<file path="src/rtl/mds_pkg.sv">
package mds_pkg;
  localparam int IR_W   = 8;
  localparam int ADDR_W = 6;
  localparam int GRP_W  = 2;
  localparam int TAP_W  = 4;

  localparam logic [ADDR_W-1:0] LAST_SINGLE = 6'h3A;
  localparam logic [ADDR_W-1:0] BCAST_CODE  = 6'h3B;
  localparam logic [ADDR_W-1:0] GROUP_BASE  = 6'h3C;
  localparam logic [IR_W-1:0]   OP_RELEASE  = 8'hC3;
  localparam logic [IR_W-1:0]   OP_GROUPREG = 8'h03;
  localparam logic [IR_W-1:0]   OP_BYPASS   = 8'hFF;
  localparam logic [IR_W-1:0]   IR_CAPTURE  = 8'h01;

  typedef enum logic [TAP_W-1:0] {
    T_RESET, T_IDLE, T_SEL_DR, T_CAP_DR, T_SHF_DR, T_EX1_DR, T_PAU_DR, T_EX2_DR, T_UPD_DR,
    T_SEL_IR, T_CAP_IR, T_SHF_IR, T_EX1_IR, T_PAU_IR, T_EX2_IR, T_UPD_IR
  } tap_st_t;

  typedef enum logic [2:0] {
    S_WAIT, S_SINGLE, S_BCAST, S_GROUP, S_UNSEL
  } sel_st_t;

  typedef enum logic [1:0] {
    K_SINGLE, K_BCAST, K_GROUP
  } addr_kind_t;

  function automatic tap_st_t tap_next(input tap_st_t s, input logic m);
    case (s)
      T_RESET:  tap_next = m ? T_RESET  : T_IDLE;
      T_IDLE:   tap_next = m ? T_SEL_DR : T_IDLE;
      T_SEL_DR: tap_next = m ? T_SEL_IR : T_CAP_DR;
      T_CAP_DR: tap_next = m ? T_EX1_DR : T_SHF_DR;
      T_SHF_DR: tap_next = m ? T_EX1_DR : T_SHF_DR;
      T_EX1_DR: tap_next = m ? T_UPD_DR : T_PAU_DR;
      T_PAU_DR: tap_next = m ? T_EX2_DR : T_PAU_DR;
      T_EX2_DR: tap_next = m ? T_UPD_DR : T_SHF_DR;
      T_UPD_DR: tap_next = m ? T_SEL_DR : T_IDLE;
      T_SEL_IR: tap_next = m ? T_RESET  : T_CAP_IR;
      T_CAP_IR: tap_next = m ? T_EX1_IR : T_SHF_IR;
      T_SHF_IR: tap_next = m ? T_EX1_IR : T_SHF_IR;
      T_EX1_IR: tap_next = m ? T_UPD_IR : T_PAU_IR;
      T_PAU_IR: tap_next = m ? T_EX2_IR : T_PAU_IR;
      T_EX2_IR: tap_next = m ? T_UPD_IR : T_SHF_IR;
      default:  tap_next = m ? T_SEL_DR : T_IDLE;
    endcase
  endfunction

  function automatic addr_kind_t addr_kind(input logic [IR_W-1:0] code);
    logic [ADDR_W-1:0] a;
    a = code[ADDR_W-1:0];
    if (a <= LAST_SINGLE)      addr_kind = K_SINGLE;
    else if (a == BCAST_CODE)  addr_kind = K_BCAST;
    else                       addr_kind = K_GROUP;
  endfunction

  function automatic logic [GRP_W-1:0] group_of(input logic [IR_W-1:0] code);
    logic [ADDR_W-1:0] d;
    d = code[ADDR_W-1:0] - GROUP_BASE;
    group_of = d[GRP_W-1:0];
  endfunction

  function automatic logic is_sel(input sel_st_t s);
    is_sel = (s == S_SINGLE) || (s == S_BCAST) || (s == S_GROUP);
  endfunction
endpackage

</file>
<file path="src/rtl/mds_tap.sv">
module mds_tap
  import mds_pkg::*;
(
  input  logic    clk,
  input  logic    rst_n,
  input  logic    tms,
  output tap_st_t st
);
  always_ff @(posedge clk or negedge rst_n) begin
    if (!rst_n) st <= T_RESET;
    else        st <= tap_next(st, tms);
  end

  a_r9_five_ones_reset: assert property (@(posedge clk) disable iff (!rst_n)
    (tms && $past(tms) && $past(tms, 2) && $past(tms, 3) && $past(tms, 4)) |=> (st == T_RESET));
endmodule

</file>
<file path="src/rtl/mds_ir.sv">
module mds_ir
  import mds_pkg::*;
(
  input  logic            clk,
  input  logic            rst_n,
  input  tap_st_t         st,
  input  logic            tdi,
  output logic [IR_W-1:0] ir_sh,
  output logic            ir_out
);
  always_ff @(posedge clk or negedge rst_n) begin
    if (!rst_n) ir_sh <= IR_CAPTURE;
    else if (st == T_CAP_IR) ir_sh <= IR_CAPTURE;
    else if (st == T_SHF_IR) ir_sh <= {tdi, ir_sh[IR_W-1:1]};
  end
  assign ir_out = ir_sh[0];

  a_r12_capture_pattern: assert property (@(posedge clk) disable iff (!rst_n)
    (st == T_CAP_IR) |=> (ir_sh == IR_CAPTURE));
endmodule

</file>
<file path="src/rtl/mds_selfsm.sv">
module mds_selfsm
  import mds_pkg::*;
(
  input  logic              clk,
  input  logic              rst_n,
  input  tap_st_t           st,
  input  logic [IR_W-1:0]   ir_sh,
  input  logic [ADDR_W-1:0] slot_addr,
  input  logic [GRP_W-1:0]  grp,
  output sel_st_t           sel_st,
  output logic [IR_W-1:0]   instr
);
  logic upd_ir, in_tlr, hit_single, hit_group, is_release;
  addr_kind_t kind;
  sel_st_t nxt;

  assign upd_ir     = (st == T_UPD_IR);
  assign in_tlr     = (st == T_RESET);
  assign kind       = addr_kind(ir_sh);
  assign hit_single = (ir_sh[ADDR_W-1:0] == slot_addr);
  assign hit_group  = (group_of(ir_sh) == grp);
  assign is_release = (ir_sh == OP_RELEASE);

  always_comb begin
    nxt = sel_st;
    if (upd_ir) begin
      case (sel_st)
        S_WAIT: begin
          case (kind)
            K_SINGLE: nxt = hit_single ? S_SINGLE : S_UNSEL;
            K_BCAST:  nxt = S_BCAST;
            default:  nxt = hit_group ? S_GROUP : S_UNSEL;
          endcase
        end
        default: if (is_release) nxt = S_WAIT;
      endcase
    end
  end

  always_ff @(posedge clk or negedge rst_n) begin
    if (!rst_n) begin
      sel_st <= S_WAIT;
      instr  <= OP_BYPASS;
    end else if (in_tlr) begin
      sel_st <= S_WAIT;
      instr  <= OP_BYPASS;
    end else begin
      sel_st <= nxt;
      if (upd_ir && is_sel(sel_st) && !is_release) instr <= ir_sh;
      else if (upd_ir) instr <= OP_BYPASS;
    end
  end

  a_r3_mismatch_unsel: assert property (@(posedge clk) disable iff (!rst_n)
    (upd_ir && sel_st == S_WAIT && ir_sh[ADDR_W-1:0] <= LAST_SINGLE &&
     ir_sh[ADDR_W-1:0] != slot_addr) |=> (sel_st == S_UNSEL));
  a_r4_broadcast: assert property (@(posedge clk) disable iff (!rst_n)
    (upd_ir && sel_st == S_WAIT && ir_sh[ADDR_W-1:0] == BCAST_CODE) |=> (sel_st == S_BCAST));
  a_r6_unsel_sticky: assert property (@(posedge clk) disable iff (!rst_n)
    (sel_st == S_UNSEL && !in_tlr && !(upd_ir && ir_sh == OP_RELEASE)) |=> (sel_st == S_UNSEL));
  a_r7_release: assert property (@(posedge clk) disable iff (!rst_n)
    (upd_ir && sel_st != S_WAIT && ir_sh == OP_RELEASE) |=> (sel_st == S_WAIT));
endmodule

</file>
<file path="src/rtl/mds_dr.sv">
module mds_dr
  import mds_pkg::*;
(
  input  logic             clk,
  input  logic             rst_n,
  input  tap_st_t          st,
  input  logic             tdi,
  input  logic [IR_W-1:0]  instr,
  input  logic             active,
  output logic [GRP_W-1:0] grp,
  output logic             dr_out
);
  logic [GRP_W-1:0] grp_sh;
  logic byp, grp_path, upd_dr;

  assign grp_path = active && (instr == OP_GROUPREG);
  assign upd_dr   = (st == T_UPD_DR);

  always_ff @(posedge clk or negedge rst_n) begin
    if (!rst_n) begin
      grp    <= '0;
      grp_sh <= '0;
      byp    <= 1'b0;
    end else if (st == T_RESET) begin
      grp    <= '0;
      grp_sh <= '0;
      byp    <= 1'b0;
    end else begin
      if (st == T_CAP_DR) begin
        grp_sh <= grp;
        byp    <= 1'b0;
      end else if (st == T_SHF_DR) begin
        grp_sh <= {tdi, grp_sh[GRP_W-1:1]};
        byp    <= tdi;
      end
      if (upd_dr && grp_path) grp <= grp_sh;
    end
  end

  assign dr_out = grp_path ? grp_sh[0] : byp;

  a_r8_group_write: assert property (@(posedge clk) disable iff (!rst_n)
    (upd_dr && grp_path) |=> (grp == $past(grp_sh)));
  a_r11_group_hold: assert property (@(posedge clk) disable iff (!rst_n)
    (!active && st != T_RESET) |=> $stable(grp));
endmodule

</file>
<file path="src/rtl/mdrop_select.sv">
module mdrop_select
  import mds_pkg::*;
(
  input  logic              tck,
  input  logic              trst_n,
  input  logic              port_rst_n,
  input  logic              tms,
  input  logic              tdi,
  input  logic [ADDR_W-1:0] slot_addr,
  output logic              tdo,
  output logic              tdo_en,
  output logic              sel_n,
  output logic              port_en_n
);
  logic             rst_n;
  tap_st_t          st;
  logic [IR_W-1:0]  ir_sh, instr;
  logic             ir_out, dr_out, active, drives;
  logic [GRP_W-1:0] grp;
  sel_st_t          sel_st;

  assign rst_n = trst_n & port_rst_n;

  mds_tap u_tap (.clk(tck), .rst_n(rst_n), .tms(tms), .st(st));
  mds_ir u_ir (.clk(tck), .rst_n(rst_n), .st(st), .tdi(tdi), .ir_sh(ir_sh), .ir_out(ir_out));
  mds_selfsm u_sel (.clk(tck), .rst_n(rst_n), .st(st), .ir_sh(ir_sh), .slot_addr(slot_addr),
                    .grp(grp), .sel_st(sel_st), .instr(instr));
  mds_dr u_dr (.clk(tck), .rst_n(rst_n), .st(st), .tdi(tdi), .instr(instr), .active(active),
               .grp(grp), .dr_out(dr_out));

  assign active = is_sel(sel_st);
  assign drives = (sel_st == S_SINGLE) && (st == T_SHF_IR || st == T_SHF_DR);

  always_ff @(negedge tck or negedge rst_n) begin
    if (!rst_n) begin
      tdo       <= 1'b1;
      tdo_en    <= 1'b0;
      sel_n     <= 1'b1;
      port_en_n <= 1'b1;
    end else begin
      if (st == T_SHF_IR)      tdo <= ir_out;
      else if (st == T_SHF_DR) tdo <= dr_out;
      tdo_en    <= drives;
      sel_n     <= !active;
      port_en_n <= !active;
    end
  end

  a_r10_sel_tracks_state: assert property (@(posedge tck) disable iff (!rst_n)
    sel_n == !is_sel(sel_st));
  a_r2_only_single_drives: assert property (@(posedge tck) disable iff (!rst_n)
    tdo_en |-> (sel_st == S_SINGLE));
  a_r10_pins_agree: assert property (@(posedge tck) disable iff (!rst_n)
    sel_n == port_en_n);
endmodule

</file>
<file path="config.mk">
export PLATFORM = sky130hd
export DESIGN_NAME = mdrop_select
export DESIGN_NICKNAME = d
export VERILOG_FILES = /design/src/rtl/mds_pkg.sv /design/src/rtl/mds_tap.sv /design/src/rtl/mds_ir.sv /design/src/rtl/mds_selfsm.sv /design/src/rtl/mds_dr.sv /design/src/rtl/mdrop_select.sv
export SDC_FILE = /design/constraint.sdc
export NUM_CORES = 1
export LEC_CHECK = 0
export CORE_ASPECT_RATIO = 0.7
export CORE_MARGIN = 1.5
export CORE_UTILIZATION = 51
export CTS_CLUSTER_DIAMETER = 80
export DETAILED_ROUTE_END_ITERATION = 7
export GPL_ROUTABILITY_DRIVEN = 0
export HOLD_SLACK_MARGIN = 0.15
export PLACE_DENSITY_LB_ADDON = 0.25
export SLEW_MARGIN = 10
export SYNTH_ARGS = -nofsm -noshare
export SYNTH_HDL_FRONTEND = slang
export SYNTH_SLANG_ARGS = --single-unit
</file>
<file path="constraint.sdc">
create_clock -name tck -period 1.65 [get_ports tck]
set_clock_uncertainty 0.1 [all_clocks]
set_input_delay 0.33 -clock tck [delete_from_list [all_inputs] [get_ports tck]]
set_output_delay 0.33 -clock tck [all_outputs]
set_load 0.005 [all_outputs]
</file>
## Yosys cells after proc, flatten, opt, wreduce, memory -nomap -nowiden

Index checks and enable logic that the tools add are counted.
Widths: inputs -> output; s select.

| operators by class | value |
|---|---|
| magnitude comparators | 1 |
| shifts and indexed selects | 0 |
| add/subtract/negate cells | 1 |
| reduce and logical (&&, ||, !) cells | 23 |
| bitwise logic cells | 1 |
| multiply operators | 0 |
| mux-type cells | 38 |
| eq/ne operators | 23 |
| divide/modulo/power cells | 0 |

Operators by type and width:

| cell | number |
|---|---|
| $pmux 4 s11 | 1 |
| $mux 8 | 5 |
| $eq 4x4->1 const B | 8 |
| $mux 3 | 8 |
| $mux 2 | 10 |
| $eq 4x3->1 const B | 4 |
| $mux 4 | 4 |
| $mux 1 | 9 |
| $reduce_bool 3->1 | 3 |
| $eq 4x2->1 const B | 2 |
| $eq 8x2->1 const B | 1 |
| $eq 8x8->1 const B | 1 |
| $reduce_bool 2->1 | 4 |
| $eq 3x2->1 const B | 2 |
| $eq 6x6->1 | 1 |
| $eq 6x6->1 const B | 1 |
| $le 6x6->1 const B | 1 |
| $pmux 3 s2 | 1 |
| $logic_and 1x1->1 | 5 |
| $logic_not 4->1 | 1 |
| $reduce_or 2->1 | 2 |
| $eq 3x1->1 const B | 1 |
| $logic_not 3->1 | 1 |
| $logic_or 1x1->1 | 3 |
| 7 further kinds | 8 |

| storage, ports and cells | value |
|---|---|
| register bits | 31 |
| memories kept | 0 |
| output and inout port bits | 4 |
| logic and storage cells | 97 |
| latch bits | 0 |
| input port bits | 11 |
| memory bits (read-only) | 0 |
| RAM bits | 0 |

## Longest topological paths before layout

Gate-level depths: netlist of the first run.

| logic depth | value |
|---|---|
| depth after elaboration | 8 |
| mapped depth | 6 |
| depth with buffers taken out | 4 |

## Modules after synthesis

Synthesis of the first run repeated with hierarchy kept, for this count alone.

| unflattened totals | value |
|---|---|
| cells, all modules | 180 |
| area total of the unflattened synthesis | 1829.3 um^2 |

By module, submodules not included:

| module | sequential area each (um^2) | area an instance (um^2) | cells each | times used |
|---|---|---|---|---|
| mds_selfsm | 285.3 | 599.3 | 51 | 1 |
| mds_ir | 201.4 | 375.4 | 35 | 1 |
| mds_dr | 125.1 | 362.8 | 40 | 1 |
| mds_tap | 100.1 | 300.3 | 37 | 1 |
| mdrop_select | 77.6 | 191.4 | 17 | 1 |

==> load_flow_metrics.sql, run 1 <==
INSERT INTO impl_metrics (metric_group, metric, value, unit) VALUES
('pwr', 'power_per_standard_cell_area', '1524', 'nW/um^2'),
('grt', 'grt_first_pass_wirelength', '7879', 'um'),
('sta', 'max-slew-margin-rel', '70.87', '%'),
('pwr', 'totalPowerFinal', '3710', 'uW'),
('setup_path', 'worst-path-max-fanout', '2', ''),
('die', 'floorplan.initialDensity', '53.92', '%'),
('clock_tree', 'cts.htree.levels', '2', ''),
('die', 'row_cnt', '17', ''),
('yosys', 'sequential_cell_area_fraction_in_the_yosys_report', '45.89', '%'),
('yosys', 'async_reset_ff_share', '100.0', '%'),
('sta', 'finalSetupViolations', '19', ''),
('final_layout', 'layout.area.seq', '792.0', 'um^2'),
('yosys', 'synthesis.instances', '176', ''),
('final_layout', 'drive_gt1_share', '44.02', '%'),
('die', 'ios', '15', ''),
('yosys', 'netlist_top_cells_area', 'sky130_fd_sc_hd__dfrtp_1 (28%), sky130_fd_sc_hd__dfstp_2 (17%), sky130_fd_sc_hd__nand2_1 (4.6%)', ''),
('setup_path', 'critPathMaxStageDelay', '530', 'ps'),
('final_layout', 'finish.net_count', '244', ''),
('hold_path', 'worst_hold_path_type', 'in -> async', ''),
('pwr', 'switching_share', '39.37', '%'),
('yosys', 'synth_largest_type_area_fraction', '27.64', '%'),
('final_layout', 'syn2layout_area_growth', '41.53', '%'),
('sta', 'final_max_slew_viol_count', '0', ''),
('sta', 'final.setup.worst_slack', '-912.8', 'ps'),
('routing', 'drtIter0Drc', '78', ''),
('yosys', 'synth.most_common_cell', 'sky130_fd_sc_hd__nand2_1', ''),
('grt', 'track_usage', '28.61', '%'),
('setup_path', 'critical_path.endpoint_type', 'register', ''),
('pwr', 'leakagePower', '0.001064', 'uW'),
('clock_tree', 'cts_max_path_buffers', '2', ''),
('pwr', 'clockPowerShare', '16.4', '%'),
('pwr', 'irDropWorstVdd', '1.031', 'mV'),
('routing', 'first_pass_iters', '4', ''),
('clock_tree', 'cts_tree', 'built', ''),
('final_layout', 'antennaDiodeCount', '0', ''),
('sta', 'grt_setup_unrepaired', 'true', ''),
('yosys', 'synth_area', '1720', 'um^2'),
('status', 'failed_checks', 'setup timing', ''),
('setup_path', 'timing.critical_path.max_delay_family', 'simple AND/OR/NAND/NOR gates', ''),
('die', 'core_area', '3191', 'um^2'),
('routing', 'antenna_left', '0', ''),
('pwr', 'power.switching', '1461', 'uW'),
('routing', 'wirelength', '5137', 'um'),
('grt', 'grt_max_degree', '26', ''),
('yosys', 'number_of_flops_mapped_to_enable_cells_by_yosys', '0', ''),
('routing', 'drc', '0', ''),
('grt', 'grt-ovfl-total', '0', ''),
('clock_tree', 'cts-root-buf', 'sky130_fd_sc_hd__clkbuf_8', ''),
('yosys', 'synth-warning-count', '0', ''),
('yosys', 'synth.net_count', '187', ''),
('place', 'portBuffers', '14', ''),
('place', 'dp_hpwl', '3485', 'um'),
('setup_path', 'critPathLaunchType', 'register', ''),
('die', 'die_width', '72.42', 'um'),
('clock_tree', 'postCtsHoldBufs', '0', ''),
('routing', 'detailroute.via_count', '1663', ''),
('pwr', 'seqPwrFrac', '30.2', '%'),
('setup_path', 'worst-endpoint-arrival', '1910', 'ps'),
('grt', 'antenna_violations_before_repair', '0', ''),
('status', 'status', 'finished, violations left', ''),
('pwr', 'power.internal', '2249', 'uW'),
('clock_tree', 'cts.clk_slew.worst_paths', '60', 'ps'),
('clock_tree', 'cts_buffers', '5', ''),
('yosys', 'synth_seq_cells', '31', ''),
('setup_path', 'crit_required', '1000', 'ps'),
('grt', 'first_global_vias', '1617', ''),
('yosys', 'yosysTopAreaCell', 'sky130_fd_sc_hd__dfrtp_1', ''),
('pwr', 'comb_power_share', '53.4', '%'),
('routing', 'route.detailed.vias_per_inst', '6.114', ''),
('setup_path', 'timing.critical_path.cells', 'or4b_4 -> nor3_4 -> mux2i_1 -> o32ai_1', ''),
('routing', 'detail_route.wl_per_cell', '18.89', 'um');
repair_timing:
action	CTS	global route
hold endpoints to repair	0	0
buffers inserted	6	5
resized for setup	27	26
setup endpoints to repair	19	23
pin swaps	10	17
logic make-up (layout without fill, tap and decap cells):
family                    Yosys count  after routing  share of synthesized area [%]
muxes                               2              2                          1.236
buffers and inverters              16             74                          4.218
xor gates and xnor gates            9              9                          4.582
and+or+nand+nor                    62             62                          21.38
DFF                                31             31                          45.89
AOI/OAI and AO/OA                  56             56                          22.69
metal layers:
| metal | track usage (%) | wire length (um) |
|---|---|---|
| met5 | 0 | 0 |
| met3 | 6.977 | 288 |
| met2 | 45.83 | 2536 |
| met1 | 37.44 | 2208 |
| met4 | 11.95 | 103 |
cell type report:
cell class / count / share of cell area [%]
clock buffer: 6 / 2.980
clock inverter: 4 / 0.7708
inverter: 3 / 0.4625
multi-input combinational: 129 / 39.88
sequential: 31 / 32.53
tap: 38 / 1.953
timing repair buffer: 61 / 21.43
through the flow:
step	utilization, %	TNS (ps)	instances	area [um^2]	setup slack (ps)
6_report	76.31	-4994	272	2435	-912.8
5_1_grt	76.31	-5618	272	2435	-934.6
4_1_cts	72.20	-3933	269	2303	-798.8
3_5_place_dp	67.49	-5001	255	2153	-854.0
3_3_place_gp	67.49	-4540	255	2153	-835.8
2_1_floorplan	-	-1726	176	1739	-808.4
power by group through the flow:
stage	clock network [uW]	logic (uW)	registers, uW
4_1_cts	608	1690	1100
3_3_place_gp	11.4	1470	1080
3_5_place_dp	11.4	1560	1100
6_report	608	1980	1120
2_1_floorplan	11.4	899	1070
5_1_grt	648	2120	1130
flip-flops by register name, summed over array words and instances (netlist names):
signal	flops
port_en_n	1
tdo	1
tdo_en	1
u_dr.byp	1
u_dr.grp	2
u_dr.grp_sh	2
u_ir.ir_sh	8
u_sel.instr	8
u_sel.sel_st	3
u_tap.st	4
path summary, 6_finish.rpt:
kind	start	to	slack, ps	cells after the start
setup / recovery	u_sel.instr[1]$_DFFE_PN1P_	tdo$_DFFE_NN1N_	-910	4
hold / removal	port_rst_n	u_sel.sel_st[0]$_DFFE_PN0P_	390	3
setup reg to reg	u_sel.instr[1]$_DFFE_PN1P_	tdo$_DFFE_NN1N_	-910	4
hold reg to reg	u_sel.instr[1]$_DFFE_PN1P_	u_sel.instr[1]$_DFFE_PN1P_	440	1
max in group asynchronous	trst_n	port_en_n$_DFF_NN1_	230	2
min in group tck	u_sel.instr[1]$_DFFE_PN1P_	u_sel.instr[1]$_DFFE_PN1P_	440	1
worst reg2reg max path, cell delays in order, from the launching register on:
cell and delay, ps:
sky130_fd_sc_hd__dfstp_2 530, sky130_fd_sc_hd__or4b_4 480, sky130_fd_sc_hd__nor3_4 240, sky130_fd_sc_hd__mux2i_1 280
sky130_fd_sc_hd__o32ai_1 100
layout by cell type (no fill, tap or decap), drive strengths merged, types with 3 or more instances in the layout:
master | synthesis | final
and3 | 3 | 3
buf | 4 | 51
nand2 | 22 | 22
clkdlybuf4s50 | 0 | 9
nor2b | 3 | 3
o22a | 7 | 7
dfrtp | 19 | 19
inv | 4 | 6
nor3 | 5 | 5
xnor2 | 7 | 7
nand3 | 4 | 4
dfstp | 11 | 11
a22o | 7 | 7
nor2 | 7 | 7
clkbuf | 8 | 6
nand4 | 3 | 3
o21ai | 18 | 18
a21oi | 8 | 8
Power figures use the tool's default switching activity.
==> run 2: changes to the inputs <==
--- a/config.mk
+++ b/config.mk
@@ -12,7 +12,7 @@
 export DETAILED_ROUTE_END_ITERATION = 7
 export GPL_ROUTABILITY_DRIVEN = 0
 export HOLD_SLACK_MARGIN = 0.15
-export PLACE_DENSITY_LB_ADDON = 0.25
+export PLACE_DENSITY_LB_ADDON = 0.08
 export SLEW_MARGIN = 10
 export SYNTH_ARGS = -nofsm -noshare
 export SYNTH_HDL_FRONTEND = slang
==> load_flow_metrics.sql, run 2 (synthesized netlist as in run 1, its figures left out) <==
INSERT INTO impl_metrics (metric_group, metric, value, unit) VALUES
('status', 'status', 'finished, violations left', ''),
('status', 'failed_checks', 'setup timing', ''),
('run', 'timing.max_cap.violations', '0', ''),
('clock_tree', 'cts-root-buf', 'sky130_fd_sc_hd__clkbuf_8', ''),
('setup_path', 'crit_required', '1000', 'ps'),
('sta', 'final_max_slew_viol_count', '0', ''),
('pwr', 'power_per_standard_cell_area', '1537', 'nW/um^2'),
('setup_path', 'worst-endpoint-arrival', '1850', 'ps'),
('setup_path', 'worst-path-max-fanout', '2', ''),
('place', 'portBuffers', '14', ''),
('routing', 'drc', '0', ''),
('routing', 'detailroute.via_count', '1639', ''),
('final_layout', 'mostFrequentLayoutCell', 'sky130_fd_sc_hd__buf_4', ''),
('sta', 'grt_setup_unrepaired', 'true', ''),
('final_layout', 'layout.area.seq', '790.8', 'um^2'),
('die', 'ios', '15', ''),
('final_layout', 'final_cell_mix', 'sky130_fd_sc_hd__buf_4 (45), sky130_fd_sc_hd__nand2_1 (20), sky130_fd_sc_hd__dfrtp_1 (18)', ''),
('grt', 'grt-ovfl-total', '0', ''),
('sta', 'worst_slew_pin_slew', '322.5', 'ps'),
('final_layout', 'finish.instance_area', '2494', 'um^2'),
('routing', 'route.detailed.vias_per_inst', '5.875', ''),
('die', 'die_area', '3737', 'um^2'),
('die', 'die_outline_height', '51.60', 'um'),
('sta', 'final.setup.worst_slack', '-849.9', 'ps'),
('grt', 'first_global_vias', '1507', ''),
('final_layout', 'fillers', '198', ''),
('grt', 'track_usage', '26.57', '%'),
('final_layout', 'antennaDiodeCount', '0', ''),
('clock_tree', 'cts_buffers', '5', ''),
('routing', 'wirelength', '4859', 'um'),
('setup_path', 'critPathLaunchType', 'register', ''),
('die', 'floorplan.initialDensity', '53.92', '%'),
('sta', 'hold_viol', '0', ''),
('grt', 'grt_max_degree', '24', ''),
('sta', 'totalNegativeSetupSlack', '-4068', 'ps'),
('clock_tree', 'cts_tree', 'built', ''),
('sta', 'max-slew-margin-rel', '78.34', '%'),
('clock_tree', 'cts.clk_slew.worst_paths', '70', 'ps'),
('place', 'dp_hpwl', '3329', 'um'),
('hold_path', 'worst_hold_path_type', 'in -> async', ''),
('pwr', 'irDropWorstVdd', '0.8239', 'mV'),
('place', 'placed_cell_area', '2161', 'um^2'),
('pwr', 'totalPowerFinal', '3833', 'uW'),
('final_layout', 'syn2layout_area_growth', '44.95', '%'),
('setup_path', 'critical_path.endpoint_type', 'register', ''),
('final_layout', 'finish.net_count', '251', ''),
('clock_tree', 'cts_sink_count', '31', ''),
('routing', 'first_pass_iters', '4', ''),
('grt', 'grt_first_pass_wirelength', '7203', 'um'),
('grt', 'antenna_violations_before_repair', '0', ''),
('sta', 'finalSetupViolations', '14', ''),
('setup_path', 'criticalPathCategory', 'reg -> reg', ''),
('die', 'core_area', '3191', 'um^2'),
('pwr', 'leakagePower', '0.001084', 'uW'),
('clock_tree', 'postCtsHoldBufs', '0', ''),
('setup_path', 'critical_r2r_launch', 'u_sel.instr[0]$_DFFE_PN1P_', ''),
('die', 'die_width', '72.42', 'um'),
('clock_tree', 'cts_max_path_buffers', '2', ''),
('die', 'row_cnt', '17', ''),
('routing', 'antenna_left', '0', ''),
('routing', 'drtIter0Drc', '112', ''),
('final_layout', 'top_registers', 'u_ir.ir_sh x8, u_sel.instr x8, u_tap.st x4', ''),
('clock_tree', 'cts.htree.levels', '2', ''),
('final_layout', 'drive_gt1_share', '44.40', '%'),
('final_layout', 'multi_input_area', '982.2', 'um^2'),
('setup_path', 'setup.worst_path.start', 'u_sel.instr[0]$_DFFE_PN1P_', ''),
('sta', 'fin_worst_hold_slack', '381.1', 'ps'),
('clock_tree', 'worst_skew_pair.late_latency', '290', 'ps'),
('routing', 'detail_route.wl_per_cell', '17.42', 'um');
## run 2: report_power, final
| group | switching, uW | internal [uW] | leakage (uW) | total, uW |
|---|---|---|---|---|
| Clock | 311 | 292 | 0.0000507 | 603 |
| Sequential | 143 | 931 | 0.000382 | 1070 |
| Combinational | 1040 | 1110 | 0.000651 | 2160 |
## run 2: worst paths after layout
kind / endpoint / slack [ps] / cells past startpoint
setup / recovery: tdo$_DFFE_NN1N_ / -850 / 4
hold / removal: u_tap.st[0]$_DFF_PN0_ / 380 / 3
setup reg to reg: tdo$_DFFE_NN1N_ / -850 / 4
hold reg to reg: u_dr.byp$_DFFE_PN0P_ / 410 / 1
max in group asynchronous: port_en_n$_DFF_NN1_ / 240 / 2
min in group tck: u_dr.byp$_DFFE_PN0P_ / 410 / 1
## run 2: final cells by class
class | count | area share (%)
Clock buffer | 5 | 2.760
Clock inverter | 5 | 0.9032
Tap cell | 38 | 1.907
Multi-Input combinational cell | 129 | 39.39
Inverter | 3 | 0.4516
Timing Repair Buffer | 68 | 22.88
Sequential cell | 31 | 31.71
## run 2: per-stage QoR
stage | util, % | instances | worst slack, ps
floorplan | - | 176 | -808.4
CTS | 73.22 | 270 | -816.8
detailed placement | 67.73 | 256 | -880.7
finish | 78.16 | 279 | -849.9
global placement | 67.73 | 256 | -845.8
global route | 78.16 | 279 | -885.6
## run 2: layer usage
metal | part of all wire, % | wire (um) | track usage [%] | vias to the layer above
li1 | - | - | - | 768
met4 | 1.3 | 63 | 8.176 | 0
met1 | 47 | 2260 | 37.67 | 812
met3 | 6.0 | 292 | 7.752 | 7
met2 | 46 | 2242 | 39.35 | 52
met5 | 0 | 0 | 0 | -
## run 2: worst max-delay path: stages (launching register included)
cell and delay [ps]:
sky130_fd_sc_hd__dfstp_2 530, sky130_fd_sc_hd__or4b_4 470, sky130_fd_sc_hd__nor3_4 220, sky130_fd_sc_hd__mux2i_1 220, sky130_fd_sc_hd__o32ai_1 110
## run 2: repair_timing
| item | in CTS | in global routing |
|---|---|---|
| resized for setup | 30 | 19 |
| endpoints found under the hold margin | 0 | 0 |
| buffers inserted | 6 | 9 |
| pin swaps | 11 | 14 |
| setup endpoints to repair | 20 | 24 |
